===== config.mk =====
export PLATFORM = sky130hd
export DESIGN_NAME = trap_return_unit
export DESIGN_NICKNAME = d
export VERILOG_FILES = /design/src/rtl/trap_ret_pkg.sv /design/src/rtl/trap_ret_check.sv /design/src/rtl/trap_ret_sret.sv /design/src/rtl/trap_ret_mret.sv /design/src/rtl/trap_return_unit.sv
export SDC_FILE = /design/constraint.sdc
export NUM_CORES = 1
export LEC_CHECK = 0
export ABC_AREA = 0
export ABC_CLOCK_PERIOD_IN_PS = 1800
export BUFFER_PORTS_ARGS = -buffer_cell sky130_fd_sc_hd__buf_2
export CELL_PAD_IN_SITES_DETAIL_PLACEMENT = 0
export CELL_PAD_IN_SITES_GLOBAL_PLACEMENT = 1
export CORE_MARGIN = 2
export CORE_UTILIZATION = 33
export CTS_CLUSTER_DIAMETER = 200
export DETAILED_ROUTE_END_ITERATION = 6
export HOLD_SLACK_MARGIN = 0.03
export PLACE_DENSITY = 0.79
export SYNTH_ARGS = -nofsm -noshare
export SYNTH_HDL_FRONTEND = slang
export SYNTH_SLANG_ARGS = --single-unit

===== constraint.sdc =====
create_clock -name clk -period 1.8 [get_ports clk]
set_input_delay 0.36 -clock clk [delete_from_list [all_inputs] [get_ports clk]]
set_output_delay 0.36 -clock clk [all_outputs]
set_load 0.005 [all_outputs]

===== src/rtl/trap_ret_pkg.sv =====
package trap_ret_pkg;

    localparam logic [1:0] PRIV_U = 2'd0;
    localparam logic [1:0] PRIV_S = 2'd1;
    localparam logic [1:0] PRIV_M = 2'd3;

    typedef enum logic [4:0] {
        EXC_MISALIGN = 5'd0,
        EXC_ILLEGAL  = 5'd2,
        EXC_VIRTUAL  = 5'd22
    } cause_e;

    typedef struct packed {
        logic       sie;
        logic       spie;
        logic       spp;
        logic       mie;
        logic       mpie;
        logic [1:0] mpp;
        logic       mpv;
        logic       spv;
    } stat_t;

    function automatic logic pc_unaligned(input logic c_ok, input logic [1:0] low);
        return !c_ok && (low != 2'b00);
    endfunction

endpackage


===== src/rtl/trap_ret_check.sv =====
module trap_ret_check
    import trap_ret_pkg::*;
#(
    parameter int RULE_W = 4
) (
    input  logic              is_m,
    input  logic [1:0]        priv,
    input  logic              virt,
    input  logic              tsr,
    input  logic              vtsr,
    input  logic [1:0]        mpp,
    input  logic              has_c,
    input  logic              has_h,
    input  logic              has_pmp,
    input  logic [RULE_W-1:0] rules,
    input  logic [1:0]        pc_low,
    output logic              fault,
    output cause_e            cause
);
    logic unaligned;
    logic no_rules;

    assign unaligned = pc_unaligned(has_c, pc_low);
    assign no_rules  = (rules == '0);

    always_comb begin
        fault = 1'b0;
        cause = EXC_ILLEGAL;
        if (!is_m) begin
            if (priv < PRIV_S) begin
                fault = 1'b1;
            end else if (unaligned) begin
                fault = 1'b1;
                cause = EXC_MISALIGN;
            end else if (tsr && (priv < PRIV_M)) begin
                fault = 1'b1;
            end else if (has_h && virt && vtsr) begin
                fault = 1'b1;
                cause = EXC_VIRTUAL;
            end
        end else begin
            if (priv < PRIV_M) begin
                fault = 1'b1;
            end else if (unaligned) begin
                fault = 1'b1;
                cause = EXC_MISALIGN;
            end else if (has_pmp && no_rules && (mpp != PRIV_M)) begin
                fault = 1'b1;
            end
        end
    end
endmodule


===== src/rtl/trap_ret_sret.sv =====
module trap_ret_sret
    import trap_ret_pkg::*;
(
    input  stat_t       st,
    input  logic        virt,
    input  logic        has_h,
    output stat_t       nst,
    output logic [1:0]  npriv,
    output logic        nvirt,
    output logic        swap
);
    logic host_path;

    assign host_path = has_h && !virt;

    always_comb begin
        nst      = st;
        nst.sie  = st.spie;
        nst.spie = 1'b1;
        nst.spp  = 1'b0;
        npriv    = {1'b0, st.spp};
        nvirt    = virt;
        swap     = 1'b0;
        if (host_path) begin
            nst.spv = 1'b0;
            nvirt   = st.spv;
            swap    = st.spv;
        end
    end
endmodule


===== src/rtl/trap_ret_mret.sv =====
module trap_ret_mret
    import trap_ret_pkg::*;
(
    input  stat_t       st,
    input  logic        virt,
    input  logic        has_h,
    output stat_t       nst,
    output logic [1:0]  npriv,
    output logic        nvirt,
    output logic        swap
);
    always_comb begin
        nst      = st;
        nst.mie  = st.mpie;
        nst.mpie = 1'b1;
        nst.mpp  = PRIV_U;
        nst.mpv  = 1'b0;
        npriv    = st.mpp;
        nvirt    = virt;
        swap     = 1'b0;
        if (has_h) begin
            nvirt = st.mpv;
            swap  = st.mpv;
        end
    end
endmodule


===== src/rtl/trap_return_unit.sv =====
module trap_return_unit
    import trap_ret_pkg::*;
#(
    parameter int XLEN   = 32,
    parameter int RULE_W = 4
) (
    input  logic              clk,
    input  logic              rst,
    input  logic              ret_valid,
    input  logic              ret_is_m,
    input  logic [1:0]        priv_in,
    input  logic              virt_in,
    input  logic              has_c,
    input  logic              has_h,
    input  logic              has_pmp,
    input  logic [RULE_W-1:0] pmp_rules,
    input  logic [XLEN-1:0]   sepc,
    input  logic [XLEN-1:0]   mepc,
    input  logic              sie_in,
    input  logic              spie_in,
    input  logic              spp_in,
    input  logic              mie_in,
    input  logic              mpie_in,
    input  logic [1:0]        mpp_in,
    input  logic              mpv_in,
    input  logic              spv_in,
    input  logic              tsr_in,
    input  logic              vtsr_in,
    output logic              done,
    output logic              exc_valid,
    output logic [4:0]        exc_cause,
    output logic [XLEN-1:0]   pc_out,
    output logic [1:0]        priv_out,
    output logic              virt_out,
    output logic              sie_out,
    output logic              spie_out,
    output logic              spp_out,
    output logic              mie_out,
    output logic              mpie_out,
    output logic [1:0]        mpp_out,
    output logic              mpv_out,
    output logic              spv_out,
    output logic              swap_req
);
    stat_t           st_in, st_s, st_m, st_q;
    logic [1:0]      priv_s, priv_m;
    logic            virt_s, virt_m, swap_s, swap_m;
    logic [XLEN-1:0] ret_pc;
    logic            fault;
    cause_e          cause;

    assign st_in  = '{sie: sie_in, spie: spie_in, spp: spp_in, mie: mie_in,
                      mpie: mpie_in, mpp: mpp_in, mpv: mpv_in, spv: spv_in};
    assign ret_pc = ret_is_m ? mepc : sepc;

    trap_ret_check #(.RULE_W(RULE_W)) u_check (
        .is_m(ret_is_m), .priv(priv_in), .virt(virt_in), .tsr(tsr_in),
        .vtsr(vtsr_in), .mpp(mpp_in), .has_c(has_c), .has_h(has_h),
        .has_pmp(has_pmp), .rules(pmp_rules), .pc_low(ret_pc[1:0]),
        .fault(fault), .cause(cause)
    );

    trap_ret_sret u_sret (
        .st(st_in), .virt(virt_in), .has_h(has_h),
        .nst(st_s), .npriv(priv_s), .nvirt(virt_s), .swap(swap_s)
    );

    trap_ret_mret u_mret (
        .st(st_in), .virt(virt_in), .has_h(has_h),
        .nst(st_m), .npriv(priv_m), .nvirt(virt_m), .swap(swap_m)
    );

    always_ff @(posedge clk) begin
        if (rst) begin
            done      <= 1'b0;
            exc_valid <= 1'b0;
            exc_cause <= 5'd0;
            swap_req  <= 1'b0;
            pc_out    <= '0;
            priv_out  <= PRIV_M;
            virt_out  <= 1'b0;
            st_q      <= '0;
        end else begin
            done      <= ret_valid && !fault;
            exc_valid <= ret_valid && fault;
            swap_req  <= 1'b0;
            if (ret_valid && fault) begin
                exc_cause <= cause;
            end
            if (ret_valid && !fault) begin
                pc_out   <= ret_pc;
                priv_out <= ret_is_m ? priv_m : priv_s;
                virt_out <= ret_is_m ? virt_m : virt_s;
                st_q     <= ret_is_m ? st_m : st_s;
                swap_req <= ret_is_m ? swap_m : swap_s;
            end
        end
    end

    assign sie_out  = st_q.sie;
    assign spie_out = st_q.spie;
    assign spp_out  = st_q.spp;
    assign mie_out  = st_q.mie;
    assign mpie_out = st_q.mpie;
    assign mpp_out  = st_q.mpp;
    assign mpv_out  = st_q.mpv;
    assign spv_out  = st_q.spv;

    a_r5_no_overlap: assert property (@(posedge clk) disable iff (rst)
        !(exc_valid && done));

    a_r5_hold_on_fault: assert property (@(posedge clk) disable iff (rst)
        exc_valid |-> ($stable(pc_out) && $stable(priv_out) &&
                       $stable(virt_out) && $stable(st_q) && !swap_req));

    a_r8_mret_clears: assert property (@(posedge clk) disable iff (rst)
        (done && $past(ret_is_m)) |-> (mpp_out == PRIV_U && !mpv_out && mpie_out));

    a_r7_sret_spie: assert property (@(posedge clk) disable iff (rst)
        (done && !$past(ret_is_m)) |-> (spie_out && !spp_out));

    a_r11_swap_with_done: assert property (@(posedge clk) disable iff (rst)
        swap_req |-> done);

    a_r11_strobe_origin: assert property (@(posedge clk) disable iff (rst)
        (done || exc_valid) |-> $past(ret_valid));

endmodule


Word level (Yosys, flattened, before mapping):

Index checks and enable logic that the tools add are counted.

* multiplexer cells: 25
* eq/ne operators: 1
* reduce and logical (&&, ||, !) cells: 15
* bitwise logic cells: 1
* $lt $le $gt $ge: 2

Operators by type and width (number)
* 2-to-1 mux 32 bit: 1
* 2-to-1 mux 5 bit: 6
* 2-to-1 mux 1 bit: 15
* logical AND 1 bit: 9
* 2-to-1 mux 9 bit: 1
* zero test 4 bit: 1
* 2-to-1 mux 2 bit: 2
* zero test 1 bit: 3
* less-than comparator 2 x 1 -> 1 bit, second input constant: 1
* less-than comparator 2 bit, second input constant: 1
* inequality test 2 bit, second input constant: 1
* nonzero test 2 bit: 1
* OR reduction 2 bit: 1
* inverter 1 bit: 1

* output and inout bits: 52
* bits in registers: 52
* input bits: 89
* logic and storage cells: 59

Logic depth before layout (Yosys ltp):

* depth after elaboration: 11
* depth in mapped cells: 7
* gate-level depth less buffers: 4

By module:

Synthesis repeated with hierarchy kept, for this count alone.

* cell total of the unflattened synthesis: 279
* area total of the unflattened synthesis: 2641.3 µm²

Modules (own cells, without submodules)
* trap_return_unit: seq. area each 1041.0 µm², area an instance 2298.5 µm², cells each 229, instances 1
* trap_ret_check: seq. area each 0.0 µm², area an instance 125.1 µm², cells each 18, instances 1
* trap_ret_mret: seq. area each 0.0 µm², area an instance 112.6 µm², cells each 15, instances 1
* trap_ret_sret: seq. area each 0.0 µm², area an instance 105.1 µm², cells each 17, instances 1

Worst setup path after synthesis:

OpenSTA, ideal clock, no wires.

* path kind: input -> register
* start point: input ret_is_m
* end point: register priv_out[0]
* stages: 6
* arrival time: 1.580 ns
* required time: 1.728 ns
* setup time: 0.072 ns
* path buffers: 2
* path slack: 0.149 ns
* cell sequence: buf_2 nor3b_2 o31ai_4 a21o_4 buf_6 mux2i_1

* longest elaborated chain between the ends: 8
* elaborated cells on any way between the ends: 11
* classes of those cells: mux: 7; reduce/logical: 4

RTL lines
* start, declared: RTL line trap_return_unit.sv:10 `input logic ret_is_m,`
* 2-to-1 mux 32 bit: RTL line trap_return_unit.sv:54 `assign ret_pc = ret_is_m ? mepc : sepc;`
* nonzero test 2 bit: RTL line trap_ret_pkg.sv:25 `return !c_ok && (low != 2'b00);`
* logical AND 1 bit: RTL line trap_ret_pkg.sv:25
* 2-to-1 mux 1 bit (on tied branches): RTL line trap_ret_check.sv:32, trap_ret_check.sv:44
* 2-to-1 mux 1 bit (on tied branches): RTL line trap_ret_check.sv:30, trap_ret_check.sv:42
* 2-to-1 mux 1 bit: RTL line trap_ret_check.sv:29 `if (!is_m) begin`
* zero test 1 bit: RTL line trap_return_unit.sv:90 `if (ret_valid && !fault) begin`
* logical AND 1 bit: RTL line trap_return_unit.sv:90
* end signal, assigned: RTL line trap_return_unit.sv:92 `priv_out <= ret_is_m ? priv_m : priv_s;`
* end, declared: RTL line trap_return_unit.sv:33 `output logic [1:0] priv_out,`

Several ways; a longest one is shown, not always the timed one.
A chain may end at the register's enable or synchronous reset.

Worst setup path in the final report:

* start point: input ret_is_m
* end point: register pc_out[26]

* longest elaborated chain between the ends: 8
* elaborated cells on any way between the ends: 10
* classes of those cells: mux: 6; reduce/logical: 4

RTL lines
* 2-to-1 mux 32 bit: RTL line trap_return_unit.sv:54
* nonzero test 2 bit: RTL line trap_ret_pkg.sv:25
* logical AND 1 bit: RTL line trap_ret_pkg.sv:25
* 2-to-1 mux 1 bit (on tied branches): RTL line trap_ret_check.sv:32, trap_ret_check.sv:44
* 2-to-1 mux 1 bit (on tied branches): RTL line trap_ret_check.sv:30, trap_ret_check.sv:42
* 2-to-1 mux 1 bit: RTL line trap_ret_check.sv:29
* zero test 1 bit: RTL line trap_return_unit.sv:90
* logical AND 1 bit: RTL line trap_return_unit.sv:90
* end signal, assigned: RTL line trap_return_unit.sv:91 `pc_out <= ret_pc;`
* end, declared: RTL line trap_return_unit.sv:32 `output logic [XLEN-1:0] pc_out,`

Several ways; a longest one is shown, not always the timed one.

==> results.ini <==
[global_route]
antenna_found_initial = 0
grt_pass1_wl_mm = 11.10
grt_remaining_overflow = 0
grt_pass1_vias = 2324
grt_start_max_net_pins = 21
track_usage_pct = 15.23

[power]
power_density_mw_per_mm2 = 674.4
p_switching_uw = 655.5
pwr-share-comb_pct = 21.7
p_leak_nw = 1.610
swShare_pct = 25.84
peakVddDrop_mv = 0.3101
p_clk_share_pct = 32.1
seqPwrFrac_pct = 46.2
intPower_mw = 1.881

[timing]
fin_crit_sh_pct = 83.76
fin_crit_ns = 1.508
skew_ns = 0
rsz0062_at_grt = false
hold_viol = 0
fin_ws_ns = 0.2923
slew_violations = 0
timing.fmax_mhz = 663.2
finalSetupViolCount = 0

[clocking]
cts_setup_buffers = 0
clkLatencyLatePin_ns = 0.30
clock_sinks = 49
clockRootBuffer = clkbuf_8
numCtsBuffers = 5
cts_buffer_depth = 2
cts_tree = done
h-tree-depth = 2
clk_pin_slew_ns = 0.09
cts-resized-gates = 0
cts_hold_buf = 0

[final_layout]
nNetsFinal = 505
n_antenna_cell = 0
instances_no_fill = 522
layout-drive-gt1-share_pct = 57.79
syn_to_final_growth_pct = 33.07

[worst_setup_path]
crit_path_end_kind = register
cp.required_ns = 1.98
rr_endpoint = exc_cause[1]$_SDFFE_PP0P_
cp.arrival_ns = 1.69
reg2reg_from = exc_cause[1]$_SDFFE_PP0P_
ff2ff_path_depth = 2
critical_path_class = primary input to register
cp-startpoint = ret_is_m
crit_fanout = 15
timing.reg2reg.setup_slack_ns = 1.02
start_kind = primary input

[placed_design]
port-buffer-count = 138
hpwlAfterDp_mm = 5.529
gp_congestion = 0.7064
pre_cts_ws_ns = -0.04238
dp_cells = 514

[yosys]
synth_ff_type = dfxtp_1
ys_top_cells_by_count = 49 x dfxtp_1, 37 x inv_1, 35 x a211oi_1, 35 x a211oi_2, 34 x mux2_2
postSynthCellCount = 280
synth_edf_count = 0
ys_seq_area_share_pct = 34.71
synth_top_area_share_pct = 34.71
ys_seq_elements = 49
ys_warn_count = 0
avgSynthCellArea_sq_um = 10.09
synthTopCellsByArea = dfxtp_1 35%, a211oi_2 15%, mux2_2 14%, a211oi_1 9.3%, inv_1 4.9%
yosysMostFrequentCell = dfxtp_1
syn-cell-area_sq_mm = 0.002826
yosysTopAreaCell = dfxtp_1
async_reset_ff_share_pct = 0
yosysUniqueCellTypes = 41

[floorplanning]
die_h_microns = 96.55
ios = 141
rows = 33
core-area_sq_mm = 0.008258
die-width_microns = 96.55
initial_utilization_pct = 34.23
dieArea_sq_mm = 0.009321

[drt]
wire_per_inst_microns = 13.70
drc = 0
vias = 2547
wl_mm = 7.152
drtIter0Drc = 43
firstDrtPassIters = 4
antenna_left = 0
routed_via_density = 4.879

[worst_hold_path]
hp-start = spp_in
worst_hold_path.endpoint = spp_out$_SDFFE_PP0P_
hp-class = primary input to register
holdPathStages = 3

[outcome]
status = completed

[flow_run]
cap_violations = 0

[cell families (layout without fill, tap and decap cells)]
kind of cell / after synthesis / after routing / share of synthesized area [%]
simple gates: 31 / 31 / 6.198
other cells: 1 / 2 / 0.1327
compound gates: 90 / 90 / 30.68
flops: 49 / 49 / 34.71
mux: 43 / 43 / 16.73
buf+inv: 66 / 202 / 11.55
[power groups by stage]
stage / sequential (mW) / clock [mW] / combinational (mW)
6_report: 1.17 / 0.813 / 0.551
5_1_grt: 1.18 / 0.876 / 0.607
2_1_floorplan: 1.20 / 0 / 0.323
3_3_place_gp: 1.20 / 0 / 0.549
3_5_place_dp: 1.20 / 0 / 0.555
4_1_cts: 1.17 / 0.837 / 0.559
[sequential cells by signal, indices dropped and copies added, names as in the netlist, 2 cells and up]
register / count
exc_cause: 2
mpp_out: 2
priv_out: 2
pc_out: 32
[worst max-delay path by stage]
stage	cells past startpoint	slack, ns	to
after CTS	6	0.28	pc_out[26]$_SDFFE_PP0P_
after global placement	6	-0.04	pc_out[26]$_SDFFE_PP0P_
after detailed placement	6	-0.04	pc_out[26]$_SDFFE_PP0P_
after global routing	6	0.19	pc_out[15]$_SDFFE_PP0P_
after floorplan	6	0.15	priv_out[0]$_SDFFE_PP1P_
final	6	0.29	pc_out[26]$_SDFFE_PP0P_
[worst max-delay path, stage by stage]
cell and delay, ns:
buf_2 0.22, nor3b_2 0.35, o31ai_4 0.15, buf_4 0.21, a211oi_1 0.31, a211oi_2 0.08
[per-layer routing]
metal	up-vias	global-route usage (%)	share of wire (%)
met2	88	25.00	46
met3	4	3.569	6.7
met4	0	3.169	0.70
li1	1277	-	-
met1	1178	20.49	47
met5	-	0	0
[through the flow]
stage	area, sq um	total power, mW	TNS [ns]	utilization (%)	hold WS (ns)
after global routing	3761	2.664	0	45.55	0.3464
after detailed placement	3645	1.753	-0.2543	44.14	0.4523
after global placement	3645	1.745	-0.1427	44.14	0.4462
after floorplan	2830	1.525	0	-	0.4511
after CTS	3761	2.569	0	45.55	0.3311
final	3761	2.536	0	45.55	0.3381
[placed cells by master (no fill, tap or decap), types with 6 or more instances in the layout]
master,Yosys,routed
a211oi_1,35,35
buf_4,3,16
nand2_1,11,11
mux2_2,34,34
mux2i_1,9,9
clkbuf_8,0,6
dfxtp_1,49,49
buf_2,6,138
inv_1,37,37
a211oi_2,35,35
[cell type report]
type,instances,area [sq um]
repair buffers,157,870.8
clock buffers,7,86.33
fillers,830,4497
clock inverters,1,30.03
inverters,37,138.9
well taps,105,131.4
flip-flops and latches,49,980.9
multi-input cells,166,1523
No activity file was read; power rests on OpenSTA's default activity.
